`config.mk`:
```
export PLATFORM = sky130hd
export DESIGN_NAME = hcp_packer
export DESIGN_NICKNAME = d
export VERILOG_FILES = /design/src/rtl/hcp_pkg.sv /design/src/rtl/hcp_slot_gen.sv /design/src/rtl/hcp_word_pack.sv /design/src/rtl/hcp_byte_fsm.sv /design/src/rtl/hcp_packer.sv
export SDC_FILE = /design/constraint.sdc
export NUM_CORES = 1
export LEC_CHECK = 0
export BUFFER_PORTS_ARGS = -buffer_cell sky130_fd_sc_hd__clkbuf_2
export CORE_ASPECT_RATIO = 0.8
export CORE_UTILIZATION = 35
export DETAILED_ROUTE_END_ITERATION = 12
export SLEW_MARGIN = 40
export SYNTH_ARGS = -nofsm -noshare
export SYNTH_HDL_FRONTEND = slang
export SYNTH_SLANG_ARGS = --single-unit
```
`constraint.sdc`:
```
create_clock -name clk -period 1.1 [get_ports clk]
set_input_delay 0.11 -clock clk [delete_from_list [all_inputs] [get_ports clk]]
set_output_delay 0.11 -clock clk [all_outputs]
set_load 0.005 [all_outputs]
```
`src/rtl/hcp_pkg.sv`:
```
package hcp_pkg;

    // Byte sequencer states
    typedef enum logic [1:0] {
        PK_IDLE = 2'd0,
        PK_LOW  = 2'd1,
        PK_HIGH = 2'd2
    } pk_state_e;

    // Named transitions chosen each byte clock
    typedef enum logic [2:0] {
        TR_HOLD   = 3'd0,
        TR_ACCEPT = 3'd1,
        TR_SECOND = 3'd2,
        TR_BLANK  = 3'd3,
        TR_STARVE = 3'd4
    } pk_trans_e;

    localparam int NUM_PRIMARIES = 3;

endpackage

```
`src/rtl/hcp_slot_gen.sv`:
```
module hcp_slot_gen #(
    parameter int DIV = 2
) (
    input  logic clk,
    input  logic rst_n,
    output logic sys_ce
);
    localparam int CNT_W = (DIV > 1) ? $clog2(DIV) : 1;
    localparam logic [CNT_W-1:0] LAST = CNT_W'(DIV - 1);

    logic [CNT_W-1:0] cnt_q;

    always_ff @(posedge clk) begin
        if (!rst_n) begin
            cnt_q <= '0;
        end else if (cnt_q == LAST) begin
            cnt_q <= '0;
        end else begin
            cnt_q <= cnt_q + 1'b1;
        end
    end

    assign sys_ce = (cnt_q == '0);

endmodule

```
`src/rtl/hcp_word_pack.sv`:
```
module hcp_word_pack #(
    parameter int CW = 5,
    parameter int BW = 8
) (
    input  logic [3*CW-1:0] pix,
    output logic [BW-1:0]   lo_byte,
    output logic [BW-1:0]   hi_byte
);
    import hcp_pkg::*;

    localparam int PIX_W  = NUM_PRIMARIES * CW;
    localparam int WORD_W = 2 * BW;
    localparam int PAD_W  = WORD_W - PIX_W;

    logic [WORD_W-1:0] word;

    // Place each primary in its own field: blue lowest, red highest
    for (genvar c = 0; c < NUM_PRIMARIES; c++) begin : g_field
        assign word[c*CW +: CW] = pix[c*CW +: CW];
    end

    // Spare top bits are sent as zero
    if (PAD_W > 0) begin : g_pad
        assign word[WORD_W-1:PIX_W] = '0;
    end

    assign lo_byte = word[BW-1:0];
    assign hi_byte = word[WORD_W-1:BW];

endmodule

```
`src/rtl/hcp_byte_fsm.sv`:
```
module hcp_byte_fsm #(
    parameter int BW = 8
) (
    input  logic          clk,
    input  logic          rst_n,
    input  logic          sys_ce,
    input  logic          active,
    input  logic          pix_valid,
    input  logic          dual_mode,
    input  logic [BW-1:0] lo_in,
    input  logic [BW-1:0] hi_in,
    output logic [BW-1:0] bus,
    output logic          phase,
    output logic          take,
    output logic          mode_q
);
    import hcp_pkg::*;

    pk_state_e state_q, state_d;
    pk_trans_e tr;
    logic [BW-1:0] lo_q, hi_q;

    // Transition choice
    always_comb begin
        tr = TR_HOLD;
        if (sys_ce) begin
            if (!active) begin
                tr = TR_BLANK;
            end else if (state_q == PK_LOW) begin
                // single-edge pixel owes its high byte: inputs ignored
                tr = TR_SECOND;
            end else if (pix_valid) begin
                tr = TR_ACCEPT;
            end else begin
                tr = TR_STARVE;
            end
        end else if (state_q == PK_LOW && mode_q) begin
            // dual-edge: high byte in the second half of the system clock
            tr = TR_SECOND;
        end
    end

    always_comb begin
        state_d = state_q;
        unique case (tr)
            TR_HOLD:   state_d = state_q;
            TR_ACCEPT: state_d = PK_LOW;
            TR_SECOND: state_d = PK_HIGH;
            TR_BLANK:  state_d = PK_IDLE;
            TR_STARVE: state_d = PK_IDLE;
            default:   state_d = PK_IDLE;
        endcase
    end

    assign take = (tr == TR_ACCEPT);

    // State register
    always_ff @(posedge clk) begin
        if (!rst_n) begin
            state_q <= PK_IDLE;
        end else begin
            state_q <= state_d;
        end
    end

    // Pixel capture with its mode
    always_ff @(posedge clk) begin
        if (!rst_n) begin
            lo_q   <= '0;
            hi_q   <= '0;
            mode_q <= 1'b0;
        end else if (take) begin
            lo_q   <= lo_in;
            hi_q   <= hi_in;
            mode_q <= dual_mode;
        end
    end

    // Outputs from state
    always_comb begin
        bus   = '0;
        phase = 1'b0;
        unique case (state_q)
            PK_IDLE: begin
                bus   = '0;
                phase = 1'b0;
            end
            PK_LOW: begin
                bus   = lo_q;
                phase = 1'b0;
            end
            PK_HIGH: begin
                bus   = hi_q;
                phase = 1'b1;
            end
            default: begin
                bus   = '0;
                phase = 1'b0;
            end
        endcase
    end

endmodule

```
`src/rtl/hcp_packer.sv`:
```
module hcp_packer #(
    parameter int CW = 5,
    parameter int BW = 8
) (
    input  logic            clk,
    input  logic            rst_n,
    input  logic [3*CW-1:0] pix_in,
    input  logic            active,
    input  logic            pix_valid,
    input  logic            dual_mode,
    output logic [BW-1:0]   pix_bus,
    output logic            byte_phase,
    output logic            sys_ce
);
    localparam int BYTES_PER_PIX = 2;

    logic [BW-1:0] lo_byte, hi_byte;
    logic          take;
    logic          mode_q;

    hcp_slot_gen #(
        .DIV (BYTES_PER_PIX)
    ) u_slot (
        .clk    (clk),
        .rst_n  (rst_n),
        .sys_ce (sys_ce)
    );

    hcp_word_pack #(
        .CW (CW),
        .BW (BW)
    ) u_pack (
        .pix     (pix_in),
        .lo_byte (lo_byte),
        .hi_byte (hi_byte)
    );

    hcp_byte_fsm #(
        .BW (BW)
    ) u_fsm (
        .clk       (clk),
        .rst_n     (rst_n),
        .sys_ce    (sys_ce),
        .active    (active),
        .pix_valid (pix_valid),
        .dual_mode (dual_mode),
        .lo_in     (lo_byte),
        .hi_in     (hi_byte),
        .bus       (pix_bus),
        .phase     (byte_phase),
        .take      (take),
        .mode_q    (mode_q)
    );

endmodule

```
* After elaboration in Yosys (flattened, before gate mapping)
Index checks and enable logic that the tools add are counted.
Word-level totals: flip-flop bits (word level) 19, input port bits 20, output and inout bits 10, word-level logic and storage cells 23
Operators by class: $add $sub $neg 1, eq/ne operators 4, mux-type cells 8, bitwise logic cells 2, reduce and logical (&&, ||, !) cells 3
Operators with widths (count):
- one-hot mux 8 bit (2 select lines) | 1
- two-way mux 3 bit | 4
- one-hot mux 2 bit (3 select lines) | 1
- == test 3 x 1 -> 1 bit, second input constant | 1
- == test 3 x 2 -> 1 bit, second input constant | 1
- logical NOT 3 bit | 1
- == test 2 x 1 -> 1 bit, second input constant | 1
- == test 2 bit, second input constant | 1
- two-way mux 2 bit | 1
- inverter 1 bit | 2
- OR reduction 2 bit | 1
- adder 1 bit, second input constant | 1
- logical AND 1 bit | 1
- two-way mux 1 bit | 1

* Depth between registers and ports, before layout
depth in word-level cells 6, gate-level depth with buffers 6, depth with buffers taken out 5

* By module
Synthesis repeated with hierarchy kept, for this count alone.
Second synthesis, totals: cells, all modules 132, area total of the unflattened synthesis 1119.8 µm²
By module, submodules not included:
- hcp_byte_fsm | times used 1, cells each 112, area each 965.9 µm², sequential area each 380.4 µm²
- hcp_word_pack | times used 1, cells each 17, area each 123.9 µm², sequential area each 0.0 µm²
- hcp_slot_gen | times used 1, cells each 3, area each 30.0 µm², sequential area each 20.0 µm²

* Worst setup path before layout
OpenSTA, ideal clock, no wires.
path kind reg2reg, start point register u_fsm.state_q[1], end point register u_fsm.hi_q[0], setup time 0.123 ns, data arrival time 1.113 ns, data required time 0.977 ns, setup slack -0.136 ns, cell stages (with the launch flop) 6, path buffers 1, clock period less this slack 1.236 ns, cell sequence dfxtp_1 inv_1 ha_1 and4bb_4 clkbuf_2 o21ai_0
On the way: cells in the longest elaborated chain, start to end 5, elaborated cells on any way between the ends 7, classes of those cells 2 x eq/ne; 4 x mux; 1 x reduce/logical
RTL lines:
- start: declaration | RTL line hcp_byte_fsm.sv:19 | pk_state_e state_q, state_d;
- start signal: assignment | RTL line hcp_byte_fsm.sv:62 | state_q <= state_d;
- == test 2 x 1 -> 1 bit * | RTL line hcp_byte_fsm.sv:29, hcp_byte_fsm.sv:37
- two-way mux 3 bit / logical AND 1 bit (equally long branches) | RTL line hcp_byte_fsm.sv:29, hcp_byte_fsm.sv:37
- two-way mux 3 bit / two-way mux 2 bit (equally long branches) | RTL line hcp_byte_fsm.sv:27, hcp_byte_fsm.sv:37
- two-way mux 3 bit * | RTL line hcp_byte_fsm.sv:26 | if (sys_ce) begin
- == test 3 x 1 -> 1 bit * | RTL line hcp_byte_fsm.sv:55 | assign take = (tr == TR_ACCEPT);
- end signal: assignment | RTL line hcp_byte_fsm.sv:74 | hi_q <= hi_in;
- end: declaration | RTL line hcp_byte_fsm.sv:21 | logic [BW-1:0] lo_q, hi_q;
Every way passes the cells marked *; elsewhere a longest branch is shown, timed or not. A chain may end at the register's enable or synchronous reset.

* Final worst setup path
start point register u_fsm.state_q[1], end point register u_fsm.lo_q[2]
On the way: cells in the longest elaborated chain, start to end 5, elaborated cells on any way between the ends 7, classes of those cells 2 x eq/ne; 4 x mux; 1 x reduce/logical
RTL lines:
- == test 2 x 1 -> 1 bit * | RTL line hcp_byte_fsm.sv:29, hcp_byte_fsm.sv:37
- two-way mux 3 bit / logical AND 1 bit (equally long branches) | RTL line hcp_byte_fsm.sv:29, hcp_byte_fsm.sv:37
- two-way mux 3 bit / two-way mux 2 bit (equally long branches) | RTL line hcp_byte_fsm.sv:27, hcp_byte_fsm.sv:37
- two-way mux 3 bit * | RTL line hcp_byte_fsm.sv:26
- == test 3 x 1 -> 1 bit * | RTL line hcp_byte_fsm.sv:55
- end signal: assignment | RTL line hcp_byte_fsm.sv:73 | lo_q <= lo_in;
- end: declaration | RTL line hcp_byte_fsm.sv:21
Marks and branches as above.

==> metrics <==
PortBufs 29; WP data required ~1.3 ns; DR iter-0 viols 34; Synth Warn # 0; chip width between 50 and 60 µm; Yosys reg bits 19; vias in the first global route 881; clk_lat worst skew roughly 0.3 ns; CTS root buffer clkbuf_4; DR pass1 iterations 8; CP endpoint kind register; r2r worst-path depth 7; Setup Total Neg Slack -8.00 ns; placed wire-length estimate roughly 1400 µm; post-synth cell types 18; unrepaired setup endpoints after global routing yes; r2r endpoint u_fsm.lo_q[2]; syn_nets between 100 and 150; busiest grt layer met2; most frequent cells in the layout clkbuf_2 (26), nand2_1 (17), dfxtp_1 (17); Detail Route Antenna Nets 0; Seq/Total Area, Yosys 44.8%; met1 Use GR 21.8%; global route overflow 0; Hold Violations, Final 0; area grow syn2layout 74.9%; Max Transition Viols Final 0; core area 2210 µm²; Setup-failing EPs final 27; starting density of the core a little under two fifths; clock skew between 0.01 and 0.015 ns; Max VDD drop around 520 µV; drt drc 4; data arrival time of the critical path roughly 1.7 ns; Worst-path clk slew about 0.12 ns; Setup crit start kind register; Register Area roughly 390 µm²; grt met2 use a little over a third; placed cell count 156; R2R Setup Slk -0.36 ns; GPL Wtd Cong about 0.67; fmax between 600 and 700 MHz; slew of the pin with the lowest slew margin about 0.24 ns; CP Class reg2reg; fin nets 170; failing checks DRC, setup timing; Tcrit/Tclk final 132%; commonest non-fill, non-tap cell in the layout clkbuf_2; Die ar. roughly 2600 µm²; cts bufs inserted 3; detailed-route wire length per cell about 14 µm; largest net degree at the start of global routing 30; Vias 890; Tot Pwr ~0.0014 W; number of fill cells 177; Multi-input gate area around 570 µm²; drt via density between 5 and 6; drt total wl around 2500 µm; worst-path maximum fanout 5; clock tree buffer depth 2; Max Cap Viol 0; minimum clock period roughly 1.5 ns; # hold bufs at CTS 0; Critical path destination u_fsm.lo_q[2]; Syn Std Cell Area between 800 and 900 µm²; GRT Total Usage about a fifth; Power Dens Cells 976 nW/µm²; diodes inserted 0; FP Rows 15; initial antenna violation count 0; reg2reg start u_fsm.state_q[1]; Worst Slack Setup Final -0.355 ns; Ports 30; CTS tree done; Die Height ~46 µm; status complete, but fails checks; share of cells above drive strength 1 around three fifths; M3 GR Usage under 10%; Avg Cell Area, Syn around 8.1 µm²; leakage approximately 0.58 nW; Worst Hold Class in2reg; Setup crit start u_fsm.state_q[1]; CTS Sinks 19; H-tree levels 1; slew margin rel. 84.1%; first-pass GRT wire length between 3000 and 4000 µm; Final Non-Filler Cells 171; Post-Synthesis Cells 105
-- repair_timing --
item,4_1_cts,5_1_grt
gates cloned,5,0
setup endpoints to repair,27,27
pin swaps,19,6
hold endpoints to repair,0,0
setup buffers,4,2
gates resized for setup,38,17
-- kinds of logic (layout without fill, tap and decap cells) --
logic type	after synthesis	after routing	synth area share [%]
and+or+nand+nor	44	44	23.9
AOI/OAI and AO/OA	26	26	18.0
DFF	19	19	44.8
buffers and inverters	13	54	8.85
adders and majority gates	3	3	4.43
-- worst max-delay path, stage by stage, from the launching register on --
cell and delay, ns:
dfxtp_2 0.36, inv_2 0.07, ha_4 0.16, and4bb_4 0.38
buf_6 0.14, buf_12 0.10, buf_16 0.10, o21ai_1 0.05
-- flip-flops by register name, summed over array words and instances (netlist names) --
signal	cells
u_slot.cnt_q	1
u_fsm.mode_q	1
u_fsm.hi_q	7
u_fsm.state_q	2
u_fsm.lo_q	8
-- worst min path at each step --
stage,start,depth (start not counted),slack [ns],to
after global routing,pix_in[12],3,0.006,u_fsm.hi_q[4]
final,pix_in[12],3,0.02,u_fsm.hi_q[4]
after detailed placement,pix_in[7],3,0.34,u_fsm.lo_q[7]
after global placement,pix_in[8],3,0.33,u_fsm.hi_q[0]
after CTS,pix_in[10],3,0.006,u_fsm.hi_q[2]
after floorplan,pix_in[8],2,0.25,u_fsm.hi_q[0]
-- metrics by stage --
stage,hold WS [ns],area (µm²),setup WS [ns],utilization [%]
after floorplan,0.247,881,-0.0928,-
after global placement,0.331,1060,-0.141,48.0
after detailed placement,0.339,1060,-0.178,48.0
after CTS,0.00607,1400,-0.344,63.2
after global routing,0.00576,1480,-0.420,67.0
final,0.0170,1480,-0.355,67.0
-- layout make-up --
class | count | share of cell area, %
clock inverter | 1 | 0.337
tap | 25 | 2.11
inverter | 4 | 1.18
sequential | 19 | 26.0
clock buffer | 3 | 1.52
timing repair buffer | 46 | 30.2
multi-input combinational | 73 | 38.7
-- routing by layer --
| layer | part of all wire, % | up-vias |
|---|---|---|
| li1 | - | 440 |
| met1 | 43 | 420 |
| met2 | 51 | 26 |
| met3 | 5.2 | 4 |
| met4 | 0.93 | 0 |
| met5 | 0 | - |
-- report_power, final --
group,switching [W],internal (W)
Sequential,0.0000243,0.000720
Combinational,0.000156,0.000190
Clock,0.000222,0.000136
-- cells in the mapped netlist --
master / n / area share, %
a31oi_1: 1 / 0.74
and4bb_4: 1 / 1.9
dfxtp_1: 19 / 45
clkbuf_2: 1 / 0.59
inv_1: 4 / 1.8
o21ai_0: 16 / 9.4
buf_4: 2 / 1.8
clkbuf_1: 2 / 0.89
a21oi_1: 1 / 0.59
ha_1: 3 / 4.4
nand2_1: 17 / 7.5
buf_6: 2 / 2.7
a22oi_1: 7 / 6.2
a311oi_1: 1 / 1.0
and3b_1: 1 / 1.0
buf_2: 2 / 1.2
nand3_1: 16 / 9.4
nor2_1: 9 / 4.0
(Power assumes the default switching activity.)
